**config.mk**
```make
export PLATFORM = sky130hd
export DESIGN_NAME = extBusCtrl
export DESIGN_NICKNAME = d
export VERILOG_FILES = /design/src/rtl/ebc_pkg.sv /design/src/rtl/ebcSync.sv /design/src/rtl/ebcControl.sv /design/src/rtl/ebcDatapath.sv /design/src/rtl/extBusCtrl.sv
export SDC_FILE = /design/constraint.sdc
export NUM_CORES = 1
export LEC_CHECK = 0
export ABC_AREA = 1
export BUFFER_PORTS_ARGS = -buffer_cell sky130_fd_sc_hd__buf_2
export CORE_ASPECT_RATIO = 0.75
export CORE_MARGIN = 5
export CORE_UTILIZATION = 51
export CTS_CLUSTER_DIAMETER = 150
export DETAILED_ROUTE_END_ITERATION = 10
export PLACE_DENSITY_LB_ADDON = 0.05
export SYNTH_ARGS = -nofsm -noshare
export SYNTH_HDL_FRONTEND = slang
export SYNTH_SLANG_ARGS = --single-unit
```
**constraint.sdc**
```tcl
create_clock -name clk -period 4.5 [get_ports clk]
set_clock_uncertainty 0.05 [all_clocks]
set_input_delay 0.45 -clock clk [delete_from_list [all_inputs] [get_ports clk]]
set_output_delay 0.45 -clock clk [all_outputs]
set_load 0.01 [all_outputs]
```
**src/rtl/ebc_pkg.sv**
```systemverilog
package ebc_pkg;
  typedef struct packed {
    logic load;     // latch the request
    logic busOn;    // bus access cycle visible on the pins
    logic capture;  // sample read data this cycle
    logic drive;    // write drivers may be on
  } ebcStrobes_t;
endpackage

```
**src/rtl/ebcSync.sv**
```systemverilog
module ebcSync #(
  parameter int STAGES = 2
) (
  input  logic clk,
  input  logic rstN,
  input  logic din,
  output logic dout
);
  logic [STAGES-1:0] chain;
  always_ff @(posedge clk or negedge rstN) begin
    if (!rstN) chain <= '0;
    else       chain <= {chain[STAGES-2:0], din};
  end
  assign dout = chain[STAGES-1];
endmodule

```
**src/rtl/ebcControl.sv**
```systemverilog
module ebcControl
  import ebc_pkg::*;
#(
  parameter int CNT_W = 4,
  parameter int WAIT_FLOOR = 3
) (
  input  logic        clk,
  input  logic        rstN,
  input  logic        reqValid,
  input  logic        reqInternal,
  input  logic        reqWrite,
  input  logic [2:0]  cfgStretch,
  input  logic        cfgWaitEn,
  input  logic        cfgAltMode,
  input  logic        waitSync,
  output logic        reqReady,
  output logic        done,
  output ebcStrobes_t strb
);
  localparam logic [CNT_W-1:0] CNT_MAX = {CNT_W{1'b1}};
  localparam logic [CNT_W-1:0] FLOOR   = CNT_W'(WAIT_FLOOR);

  typedef enum logic [1:0] {ST_IDLE, ST_ACT, ST_FIN} state_t;
  state_t state;
  logic [CNT_W-1:0] cnt;
  logic isInt, isWr;
  logic [CNT_W-1:0] stretchLen;
  logic lastCyc, quiet;

  assign stretchLen = CNT_W'(cfgStretch) + CNT_W'(2);
  assign quiet      = isInt & ~cfgAltMode;
  assign lastCyc    = isInt | ((cnt >= stretchLen) &&
                      (!cfgWaitEn || ((cnt >= FLOOR) && !waitSync)));

  always_ff @(posedge clk or negedge rstN) begin
    if (!rstN) begin
      state <= ST_IDLE;
      cnt   <= '0;
      isInt <= 1'b0;
      isWr  <= 1'b0;
    end else begin
      case (state)
        ST_IDLE: if (reqValid) begin
          state <= ST_ACT;
          cnt   <= CNT_W'(1);
          isInt <= reqInternal;
          isWr  <= reqWrite;
        end
        ST_ACT: begin
          if (lastCyc) state <= ST_FIN;
          else if (cnt != CNT_MAX) cnt <= cnt + CNT_W'(1);
        end
        default: state <= ST_IDLE;
      endcase
    end
  end

  assign reqReady     = (state == ST_IDLE);
  assign done         = (state == ST_FIN);
  assign strb.load    = reqReady & reqValid;
  assign strb.busOn   = (state == ST_ACT) & ~quiet;
  assign strb.capture = (state == ST_ACT) & lastCyc & ~isInt & ~isWr;
  assign strb.drive   = ((state == ST_ACT) | (state == ST_FIN)) & ~quiet;
endmodule

```
**src/rtl/ebcDatapath.sv**
```systemverilog
module ebcDatapath
  import ebc_pkg::*;
#(
  parameter int ADDR_W = 23,
  parameter int DATA_W = 16
) (
  input  logic              clk,
  input  logic              rstN,
  input  ebcStrobes_t       strb,
  input  logic              cfgAltMode,
  input  logic              reqWrite,
  input  logic              reqByte,
  input  logic [ADDR_W-1:0] reqAddr,
  input  logic [DATA_W-1:0] reqWdata,
  input  logic [DATA_W-1:0] busDataIn,
  output logic [DATA_W-1:0] rdData,
  output logic              busValid,
  output logic [ADDR_W-1:0] busAddr,
  output logic [DATA_W-1:0] busDataOut,
  output logic              busDataOe,
  output logic              laneHi,
  output logic              laneLo,
  output logic              rdEnable,
  output logic              wrEnable,
  output logic              lowSel,
  output logic              rwLine
);
  logic [ADDR_W-1:0] addrQ;
  logic [DATA_W-1:0] wdataQ;
  logic wrQ, byteQ;
  logic normOn, altOn;

  always_ff @(posedge clk or negedge rstN) begin
    if (!rstN) begin
      addrQ  <= '0;
      wdataQ <= '0;
      wrQ    <= 1'b0;
      byteQ  <= 1'b0;
      rdData <= '0;
    end else begin
      if (strb.load) begin
        addrQ  <= reqAddr;
        wdataQ <= reqWdata;
        wrQ    <= reqWrite;
        byteQ  <= reqByte;
      end
      if (strb.capture) rdData <= busDataIn;
    end
  end

  assign normOn     = strb.busOn & ~cfgAltMode;
  assign altOn      = strb.busOn & cfgAltMode;
  assign busValid   = strb.busOn;
  assign busAddr    = {addrQ[ADDR_W-1:1], cfgAltMode & byteQ & addrQ[0]};
  assign busDataOut = wdataQ;
  assign busDataOe  = strb.drive & wrQ;
  assign laneHi     = normOn & (~byteQ | ~addrQ[0]);
  assign laneLo     = normOn & (~byteQ | addrQ[0]);
  assign rdEnable   = normOn & ~wrQ;
  assign wrEnable   = normOn & wrQ;
  assign lowSel     = altOn & (~byteQ | addrQ[0]);
  assign rwLine     = ~(altOn & wrQ);
endmodule

```
**src/rtl/extBusCtrl.sv**
```systemverilog
module extBusCtrl
  import ebc_pkg::*;
#(
  parameter int ADDR_W = 23,
  parameter int DATA_W = 16,
  parameter int CNT_W  = 4,
  parameter int SYNC_STAGES = 2
) (
  input  logic              clk,
  input  logic              rstN,
  input  logic              reqValid,
  input  logic              reqWrite,
  input  logic              reqByte,
  input  logic              reqInternal,
  input  logic [ADDR_W-1:0] reqAddr,
  input  logic [DATA_W-1:0] reqWdata,
  input  logic [2:0]        cfgStretch,
  input  logic              cfgWaitEn,
  input  logic              cfgAltMode,
  input  logic              extWait,
  input  logic [DATA_W-1:0] busDataIn,
  output logic              reqReady,
  output logic              done,
  output logic [DATA_W-1:0] rdData,
  output logic              busValid,
  output logic [ADDR_W-1:0] busAddr,
  output logic [DATA_W-1:0] busDataOut,
  output logic              busDataOe,
  output logic              laneHi,
  output logic              laneLo,
  output logic              rdEnable,
  output logic              wrEnable,
  output logic              lowSel,
  output logic              rwLine
);
  ebcStrobes_t strb;
  logic waitSync;

  ebcSync #(.STAGES(SYNC_STAGES)) uSync (
    .clk(clk), .rstN(rstN), .din(extWait), .dout(waitSync));

  ebcControl #(.CNT_W(CNT_W)) uCtrl (
    .clk(clk), .rstN(rstN), .reqValid(reqValid), .reqInternal(reqInternal),
    .reqWrite(reqWrite), .cfgStretch(cfgStretch), .cfgWaitEn(cfgWaitEn),
    .cfgAltMode(cfgAltMode), .waitSync(waitSync), .reqReady(reqReady),
    .done(done), .strb(strb));

  ebcDatapath #(.ADDR_W(ADDR_W), .DATA_W(DATA_W)) uData (
    .clk(clk), .rstN(rstN), .strb(strb), .cfgAltMode(cfgAltMode),
    .reqWrite(reqWrite), .reqByte(reqByte), .reqAddr(reqAddr),
    .reqWdata(reqWdata), .busDataIn(busDataIn), .rdData(rdData),
    .busValid(busValid), .busAddr(busAddr), .busDataOut(busDataOut),
    .busDataOe(busDataOe), .laneHi(laneHi), .laneLo(laneLo),
    .rdEnable(rdEnable), .wrEnable(wrEnable), .lowSel(lowSel),
    .rwLine(rwLine));
endmodule

```
After elaboration in Yosys (flattened, before gate mapping)
Cells that the tools add are included.

word-level totals
  flip-flop bits (word level) = 67
  input port bits = 67
  output and inout port bits = 65
  word-level logic and storage cells = 68

cells by class
  $add $sub $neg = 2
  order comparisons = 2
  equal/unequal tests = 7
  multiplexer cells = 7
  bitwise operators = 30
  reduce and logical (&&, ||, !) cells = 10

operators by type and width
  operator                                                                             count
  1-bit AND                                                                            18
  4-bit 2-to-1 mux                                                                     3
  1-bit inverter                                                                       8
  4-bit case mux with 2 select lines                                                   1
  3-bit by 2-bit adder with 4-bit output, second input constant                        1
  4-bit by 1-bit adder with 4-bit output, second input constant                        1
  4-bit by 2-bit greater-or-equal comparator with 1-bit output, second input constant  1
  4-bit greater-or-equal comparator                                                    1
  2-bit 2-to-1 mux                                                                     2
  2-bit by 1-bit != test with 1-bit output, second input constant                      2
  2-bit != test, second input constant                                                 2
  4-bit != test, second input constant                                                 1
  1-bit bitwise OR                                                                     4
  2-bit case mux with 2 select lines                                                   1
  2-bit AND reduction                                                                  2
  4-bit AND reduction                                                                  1
  2-bit by 1-bit equality test with 1-bit output, second input constant                1
  2-bit equality test, second input constant                                           1
  1-bit logical AND                                                                    2
  1-bit zero test                                                                      2
  2-bit zero test                                                                      1
  2-bit nonzero test                                                                   1
  1-bit logical OR                                                                     1

Logic depth before layout (Yosys ltp)
Gate-level depths: netlist of the first run.

  depth after elaboration = 8
  mapped depth = 13
  depth with buffers taken out = 13

Cells and area by module
From an unflattened synthesis of the first run, not the netlist that was laid out.

second synthesis, totals
  cell total of the unflattened synthesis = 370
  area total of the unflattened synthesis = 3,311.9 um2

by module, submodules not included
  module       times used  cells each  area an instance (um2)
  ebcDatapath  1           278         2,631.3
  ebcControl   1           90          630.6
  ebcSync      1           2           50.0

Least setup slack after synthesis of the first run
No wires, ideal clock.

  path kind = flip-flop to output port
  start point = register uCtrl.state[1]
  end point = output laneHi
  data arrival time = 1,452 ps
  required time = 4,000 ps
  path slack = 2,548 ps
  stages on the path, launching flop included = 8
  buffers on the path = 1
  cells stage by stage = dfrtp_1 -> inv_1 -> ha_1 -> buf_2 -> inv_1 -> nor2_1 -> nand2_1 -> a21oi_1

between the ends
  longest elaborated chain between the ends = 4

RTL lines
  what                                            RTL line           RTL
  from (decl)                                     ebcControl.sv:24   state_t state;
  from (signal assigned)                          ebcControl.sv:37   state <= ST_IDLE;
  from (signal assigned)                          ebcControl.sv:44   state <= ST_ACT;
  from (signal assigned)                          ebcControl.sv:50   if (lastCyc) state <= ST_FIN;
  2-bit by 1-bit equality test with 1-bit output  ebcControl.sv:61   assign strb.busOn = (state == ST_ACT) & ~quiet;
  1-bit AND                                       ebcControl.sv:61
  named net busValid                              extBusCtrl.sv:25   output logic busValid,
  1-bit AND                                       ebcDatapath.sv:51  assign normOn = strb.busOn & ~cfgAltMode;
  1-bit AND                                       ebcDatapath.sv:57  assign laneHi = normOn & (~byteQ | ~addrQ[0]);
  to (decl)                                       extBusCtrl.sv:29   output logic laneHi,

The timed path passes the listed nets, and every way through them passes these cells.

Worst setup path after layout of the first run
  start point = register uCtrl.state[1]
  end point = output laneHi

between the ends
  longest elaborated chain between the ends = 4

RTL lines
  what                                            RTL line
  2-bit by 1-bit equality test with 1-bit output  ebcControl.sv:61
  1-bit AND                                       ebcControl.sv:61
  1-bit AND                                       ebcDatapath.sv:51
  1-bit AND                                       ebcDatapath.sv:57

No other way between the ends.

==> results of run 1 <==
==> cells in the final DEF (no fill, tap or decap) <==
cell	n
buf_4	2
o21ai_0	3
nand3_4	1
a21oi_1	5
nand2_2	1
inv_1	17
xor2_1	1
nor2_1	9
nand4_1	18
clkbuf_8	12
buf_2	131
inv_2	1
nor2_2	1
bufinv_16	2
ha_1	9
o21bai_1	1
or2_2	1
nand2_1	184
dfrtp_1	66
nand2_4	1
nand3_1	9
==> kinds of logic (layout without fill, tap and decap cells) <==
kind of cell / Yosys count / after routing / synth area share [%]
AO/OA/AOI/OAI: 9 / 9 / 1.56
AND/OR/NAND/NOR: 225 / 225 / 30.5
flip-flops: 66 / 66 / 54.2
adder cells (fa/ha/maj): 9 / 9 / 3.69
buffers and inverters: 54 / 165 / 9.81
XOR/XNOR: 1 / 1 / 0.287
==> metrics by stage <==
step / hold WS [ns] / cells / util (%)
after floorplan: 0.104 / 364 / -
after global placement: 0.286 / 539 / 61.9
after detailed placement: 0.287 / 539 / 61.9
after CTS: 0.149 / 553 / 65.8
after global routing: 0.136 / 553 / 65.8
final: 0.146 / 553 / 65.8
==> final timing paths <==
check                                            from                     endpoint  slack, ns  cells after the start
max                        uCtrl.state[1]$_DFFE_PN0P_                       laneHi       1.55                      7
min                                              rstN  uData.rdData[4]$_DFFE_PN0P_       0.15                      1
max reg2reg                uCtrl.state[1]$_DFFE_PN0P_     uCtrl.cnt[0]$_DFFE_PN0P_       2.30                      7
min reg2reg                  uSync.chain[0]$_DFF_PN0_     uSync.chain[1]$_DFF_PN0_       0.30                      0
max in group asynchronous                        rstN     uCtrl.cnt[1]$_DFFE_PN0P_       3.37                      2
min in group clk                              extWait     uSync.chain[0]$_DFF_PN0_       0.17                      1
==> registers in the layout, indices dropped and copies added (netlist names) <==
signal,cells
uData.byteQ,1
uData.wrQ,1
uCtrl.cnt,4
uCtrl.state,2
uData.addrQ,23
uSync.chain,2
uCtrl.isInt,1
uData.busDataOut,16
uData.rdData,16
==> layer usage <==
| metal | share of wire, % | wire length (microns) | up-vias | track usage (%) |
|---|---|---|---|---|
| met2 | 44 | 3230 | 113 | 31.1 |
| met3 | 11 | 787 | 2 | 9.25 |
| li1 | - | - | 1327 | - |
| met4 | 0.16 | 12 | 0 | 3.55 |
| met5 | 0 | 0 | - | 0 |
| met1 | 45 | 3310 | 1192 | 27.4 |
==> Yosys cell counts <==
master	n	area, sq um
nand2_4	1	11.3
nand2_2	1	6.26
buf_1	2	7.51
nor2_1	9	33.8
dfrtp_1	66	1650
nand3_1	9	45.0
nand2_1	184	691
a21oi_1	5	25.0
nand3_4	1	17.5
buf_2	2	10.0
xor2_1	1	8.76
clkbuf_1	8	30.0
ha_1	9	113
or2_2	1	6.26
inv_1	17	63.8
buf_4	23	173
buf_6	1	11.3
o21ai_0	3	15.0
o21bai_1	1	7.51
nor2_2	1	6.26
inv_2	1	3.75
nand4_1	18	113
==> cell type report <==
type	count	area, sq um	share of cell area, %
Clock buffer	12	165	4.33
Clock inverter	2	60.1	1.58
Inverter	18	67.6	1.77
Multi-Input combinational cell	244	1100	28.8
Sequential cell	66	1650	43.3
Tap cell	78	97.6	2.56
Timing Repair Buffer	133	671	17.6
==> power groups by stage <==
| stage | clock network, mW | logic, mW | registers, mW |
|---|---|---|---|
| 2_1_floorplan | 0 | 0.810 | 1.07 |
| 3_3_place_gp | 0 | 1.15 | 1.03 |
| 3_5_place_dp | 0 | 1.18 | 1.03 |
| 4_1_cts | 0.577 | 1.18 | 1.03 |
| 5_1_grt | 0.608 | 1.32 | 1.07 |
| 6_report | 0.564 | 1.16 | 1.02 |
==> results.json, run 1 <==
{
  "cts_sinks": 66,
  "grt_pass1_vias": 2717,
  "max-cap-violations": 0,
  "cts_buffers": 9,
  "crit_path_end_kind": "primary output",
  "slew_headroom_pct": 41.1,
  "crit_type": "reg2out",
  "die_h_microns": 77.0,
  "path_buf_inv": 3,
  "dieArea_sq_mm": 0.00764,
  "seqPwrFrac_pct": 37.3,
  "ys_seq_elements": 66,
  "ant_nets": 0,
  "drive_gt1_share_pct": 32.2,
  "critPathSlowestCell": "ha_1",
  "p_leak_nw": 2.27,
  "netlist_area_sq_mm": 0.00305,
  "design_area_sq_mm": 0.00381,
  "top_level_ports": 132,
  "cp-start-kind": "flop",
  "clkTransAtPathRegs_ns": 0.07,
  "drcViolationCount": 0,
  "crit_family": "adder cells",
  "grt.total_usage_pct": 20.4,
  "wl_mm": 7.34,
  "setup_viol": 0,
  "place_congestion": 0.821,
  "status": "complete, no violations",
  "die_x_microns": 99.3,
  "hold_viol": 0,
  "grt_max_degree": 47,
  "cp_cell_sequence": "inv_1 -> ha_1 -> inv_1 -> nor2_1 -> nand2_1 -> a21oi_1 -> buf_2",
  "rsz0062_at_grt": "no",
  "cts_tree": "yes",
  "core_sq_mm": 0.00580,
  "cp.required_ns": 4.00,
  "path_common_cell": "inv_1",
  "detail_route.wl_per_cell_microns": 13.3,
  "worstPathArrival_ns": 2.45,
  "vias": 2634,
  "port-buffer-count": 131,
  "postCtsSetupRepairBufs": 0,
  "fin_setup_tns_ns": 0,
  "area_growth_pct": 25.0,
  "switching_share_pct": 40.6,
  "htree_levels": 3,
  "syn_inst": 364,
  "period_minus_slack_ns": 2.95,
  "syn_nets": 440,
  "setup_ws_ns": 1.55,
  "hold_buffers": 0,
  "drt_iter0_drc": 122,
  "place_ws_ns": 1.90,
  "grt_first_pass_wirelength_mm": 12.6,
  "ctsLongestPathBuffers": 2,
  "hp-class": "in2async",
  "powerDensity_mw_per_mm2": 721,
  "crit_fanout": 25,
  "totalPowerFinal_mw": 2.75,
  "grt.overflow.total": 0,
  "nNetsFinal": 548,
  "synth.yosys.seq_area_share_pct": 54.2,
  "via_per_inst": 4.76,
  "insertion_delay_ns": 0.33,
  "avgSynthCellArea_sq_um": 8.38,
  "fin_crit_sh_pct": 65.6,
  "yosysUniqueCellTypes": 22,
  "intPower_mw": 1.63,
  "critPathMaxStageDelay_ns": 0.73,
  "p_clk_share_pct": 20.5,
  "place_hpwl_mm": 5.29,
  "placed_cell_area_sq_mm": 0.00359,
  "ir_worst_vdd_mv": 0.322,
  "fill_cells": 513,
  "row_count": 24,
  "antenna_found_initial": 0,
  "netSwitchingPower_mw": 1.11,
  "antennaDiodeCount": 0,
  "postCtsResizedCells": 0,
  "p_comb_share_pct": 42.2,
  "ys_warn_count": 0,
  "max_freq_mhz": 339,
  "start_util_pct": 52.6,
  "clockRootBuffer": "clkbuf_8",
  "firstDrtPassIters": 4,
  "slew_violations": 0,
  "tightest_slew_ns": 0.883
}
Note: power is estimated with default switching activity, not from simulation.
==> inputs of run 2 (changes only) <==
--- a/config.mk
+++ b/config.mk
@@ -9,7 +9,7 @@
 export BUFFER_PORTS_ARGS = -buffer_cell sky130_fd_sc_hd__buf_2
 export CORE_ASPECT_RATIO = 0.75
 export CORE_MARGIN = 5
-export CORE_UTILIZATION = 51
+export CORE_UTILIZATION = 43
 export CTS_CLUSTER_DIAMETER = 150
 export DETAILED_ROUTE_END_ITERATION = 10
 export PLACE_DENSITY_LB_ADDON = 0.05
==> constraint.sdc (replaced) <==
create_clock -name clk -period 2.37 [get_ports clk]
set_clock_uncertainty 0.05 [all_clocks]
set_input_delay 0.237 -clock clk [delete_from_list [all_inputs] [get_ports clk]]
set_output_delay 0.237 -clock clk [all_outputs]
set_load 0.01 [all_outputs]
==> run 2 against run 1 <==
Compared with the run above: via count about the same; clock power up 45%; non-clock buffer count up 7; design area up 0.82%; flip-flop and latch count unchanged; worst hold slack worse by 0.10 ns; first-iteration DRC count down 20%; sequential power up 91%; clock-buffer cell count down 1; critical path depth unchanged; register-to-register slack worse by 1.8 ns; combinational power up 92%; critical endpoint unchanged.
==> results.json, run 2 (synthesis results as in run 1) <==
{
  "start_util_pct": 44.4,
  "setup_viol": 0,
  "critPathMaxStageDelay_ns": 0.40,
  "r2r_slack_ns": 0.50,
  "place_congestion": 0.859,
  "grt_max_degree": 40,
  "grt.overflow.total": 0,
  "cp.required_ns": 2.08,
  "placed_cell_area_sq_mm": 0.00365,
  "fin_crit_sh_pct": 90.5,
  "final_common_cell": "nand2_1",
  "ir_worst_vdd_mv": 0.538,
  "crit_type": "reg2out",
  "place_hpwl_mm": 5.41,
  "clkTransAtPathRegs_ns": 0.07,
  "detail_route.wl_per_cell_microns": 12.6,
  "antenna_found_initial": 0,
  "ant_nets": 0,
  "row_count": 26,
  "status": "complete, no violations",
  "hold_viol": 0,
  "dieArea_sq_mm": 0.00889,
  "slew_headroom_pct": 64.9,
  "crit_fanout": 8,
  "utilization_pct": 56.0,
  "die_h_microns": 82.9,
  "setup_ws_ns": 0.224,
  "clockRootBuffer": "clkbuf_8",
  "antennaDiodeCount": 0,
  "insertion_delay_ns": 0.33,
  "dp_cells": 564,
  "wl_mm": 7.36,
  "hp-class": "in2reg",
  "vias": 2633,
  "max-cap-violations": 0,
  "whs_path_depth": 3,
  "max_freq_mhz": 466,
  "nNetsFinal": 555,
  "die_x_microns": 107,
  "fin_setup_tns_ns": 0,
  "critPathSlowestCell": "dfrtp_1",
  "cts_sinks": 66,
  "crit_path_end_kind": "primary output",
  "cts_buffers": 9,
  "firstDrtPassIters": 4,
  "grt_first_pass_wirelength_mm": 12.1,
  "htree_levels": 3,
  "via_per_inst": 4.52,
  "drive_gt1_share_pct": 33.1,
  "instances_no_fill": 582,
  "hold_path.startpoint": "reqWdata[11]",
  "postCtsSetupRepairBufs": 0,
  "core_sq_mm": 0.00686,
  "r2r_cells": 9,
  "cp-start-kind": "flop",
  "drcViolationCount": 0,
  "area_growth_pct": 26.0,
  "port-buffer-count": 131,
  "r2r-end": "uCtrl.cnt[3]$_DFFE_PN0P_",
  "drt_iter0_drc": 98,
  "grt_pass1_vias": 2494,
  "slew_violations": 0,
  "p_leak_nw": 2.27,
  "powerDensity_mw_per_mm2": 1300,
  "top_level_ports": 132,
  "worstPathArrival_ns": 1.86,
  "tightest_slew_ns": 0.526,
  "grt.total_usage_pct": 17.0,
  "place_ws_ns": 0.374,
  "ctsLongestPathBuffers": 2,
  "cp_cell_sequence": "inv_1 -> ha_2 -> inv_1 -> nor2_1 -> nand2_1 -> a21oi_1 -> buf_2",
  "rsz0062_at_grt": "no",
  "min_to": "uData.busDataOut[11]$_DFFE_PN0P_",
  "top_register": "uData.addrQ",
  "period_minus_slack_ns": 2.15,
  "largest_reg_flops": 23,
  "path_common_cell": "inv_1",
  "layout_common_cells": "nand2_1 (184), buf_2 (131), dfrtp_1 (66), nand4_1 (18), inv_1 (17)",
  "cts_tree": "yes",
  "r2r-start": "uCtrl.cnt[3]$_DFFE_PN0P_",
  "design_area_sq_mm": 0.00384
}
-- run 2: cell types whose count changed in the layout (fill, tap and decap cells not counted), sizes merged --
cell,previous run,this run
dlygate4sd3,0,2
buf,133,138
bufinv,2,0
clkinv,0,3
clkbuf,12,11
clkinvlp,0,2
-- run 2: through the flow --
step | total power [mW] | hold WS, ns
floorplan | 3.57 | -0.109
global placement | 4.19 | 0.201
detailed placement | 4.23 | 0.196
CTS | 5.08 | 0.0276
global route | 5.46 | 0.0207
finish | 4.99 | 0.0455
-- run 2: cell type report --
| cell class | instances | area [sq um] |
|---|---|---|
| timing repair buffer | 140 | 728 |
| tap | 98 | 123 |
| fill | 661 | 3020 |
| multi-input combinational | 244 | 1100 |
| clock inverter | 5 | 30.0 |
| inverter | 18 | 67.6 |
| sequential | 66 | 1650 |
| clock buffer | 11 | 141 |
-- run 2: layer usage --
| metal | GRT usage, % | wire [microns] | up-vias |
|---|---|---|---|
| met3 | 6.98 | 787 | 12 |
| met2 | 24.4 | 3050 | 102 |
| met1 | 23.1 | 3410 | 1176 |
| li1 | - | - | 1343 |
| met5 | 0 | 0 | - |
| met4 | 5.69 | 108 | 0 |
-- run 2: worst max-delay path by stage --
stage	start	to	slack [ns]
finish	uCtrl.state[1]$_DFFE_PN0P_	laneHi	0.22
global route	uCtrl.state[1]$_DFFE_PN0P_	laneLo	0.04
CTS	uCtrl.state[1]$_DFFE_PN0P_	laneHi	0.12
detailed placement	cfgStretch[1]	uData.rdData[2]$_DFFE_PN0P_	0.37
global placement	cfgStretch[1]	uCtrl.cnt[3]$_DFFE_PN0P_	0.42
floorplan	uCtrl.state[1]$_DFFE_PN0P_	laneHi	0.63
-- run 2: power breakdown --
group / internal [mW] / switching, mW / total (mW)
Clock: 0.402 / 0.414 / 0.817
Combinational: 0.836 / 1.39 / 2.23
Sequential: 1.64 / 0.308 / 1.95
Total: 2.88 / 2.11 / 4.99
-- run 2: what timing repair did --
item                                    CTS  global route
endpoints found under the setup margin    0             3
resized for setup                         0             1
hold buffers                              2             0
hold endpoints to repair                 22             0
-- run 2: critical path: cells and delay by family (launching register included) --
family	cells	cell delay, ns
flops	1	0.40
simple gates	2	0.38
buf+inv	3	0.32
fa+ha+maj	1	0.25
compound gates	1	0.16
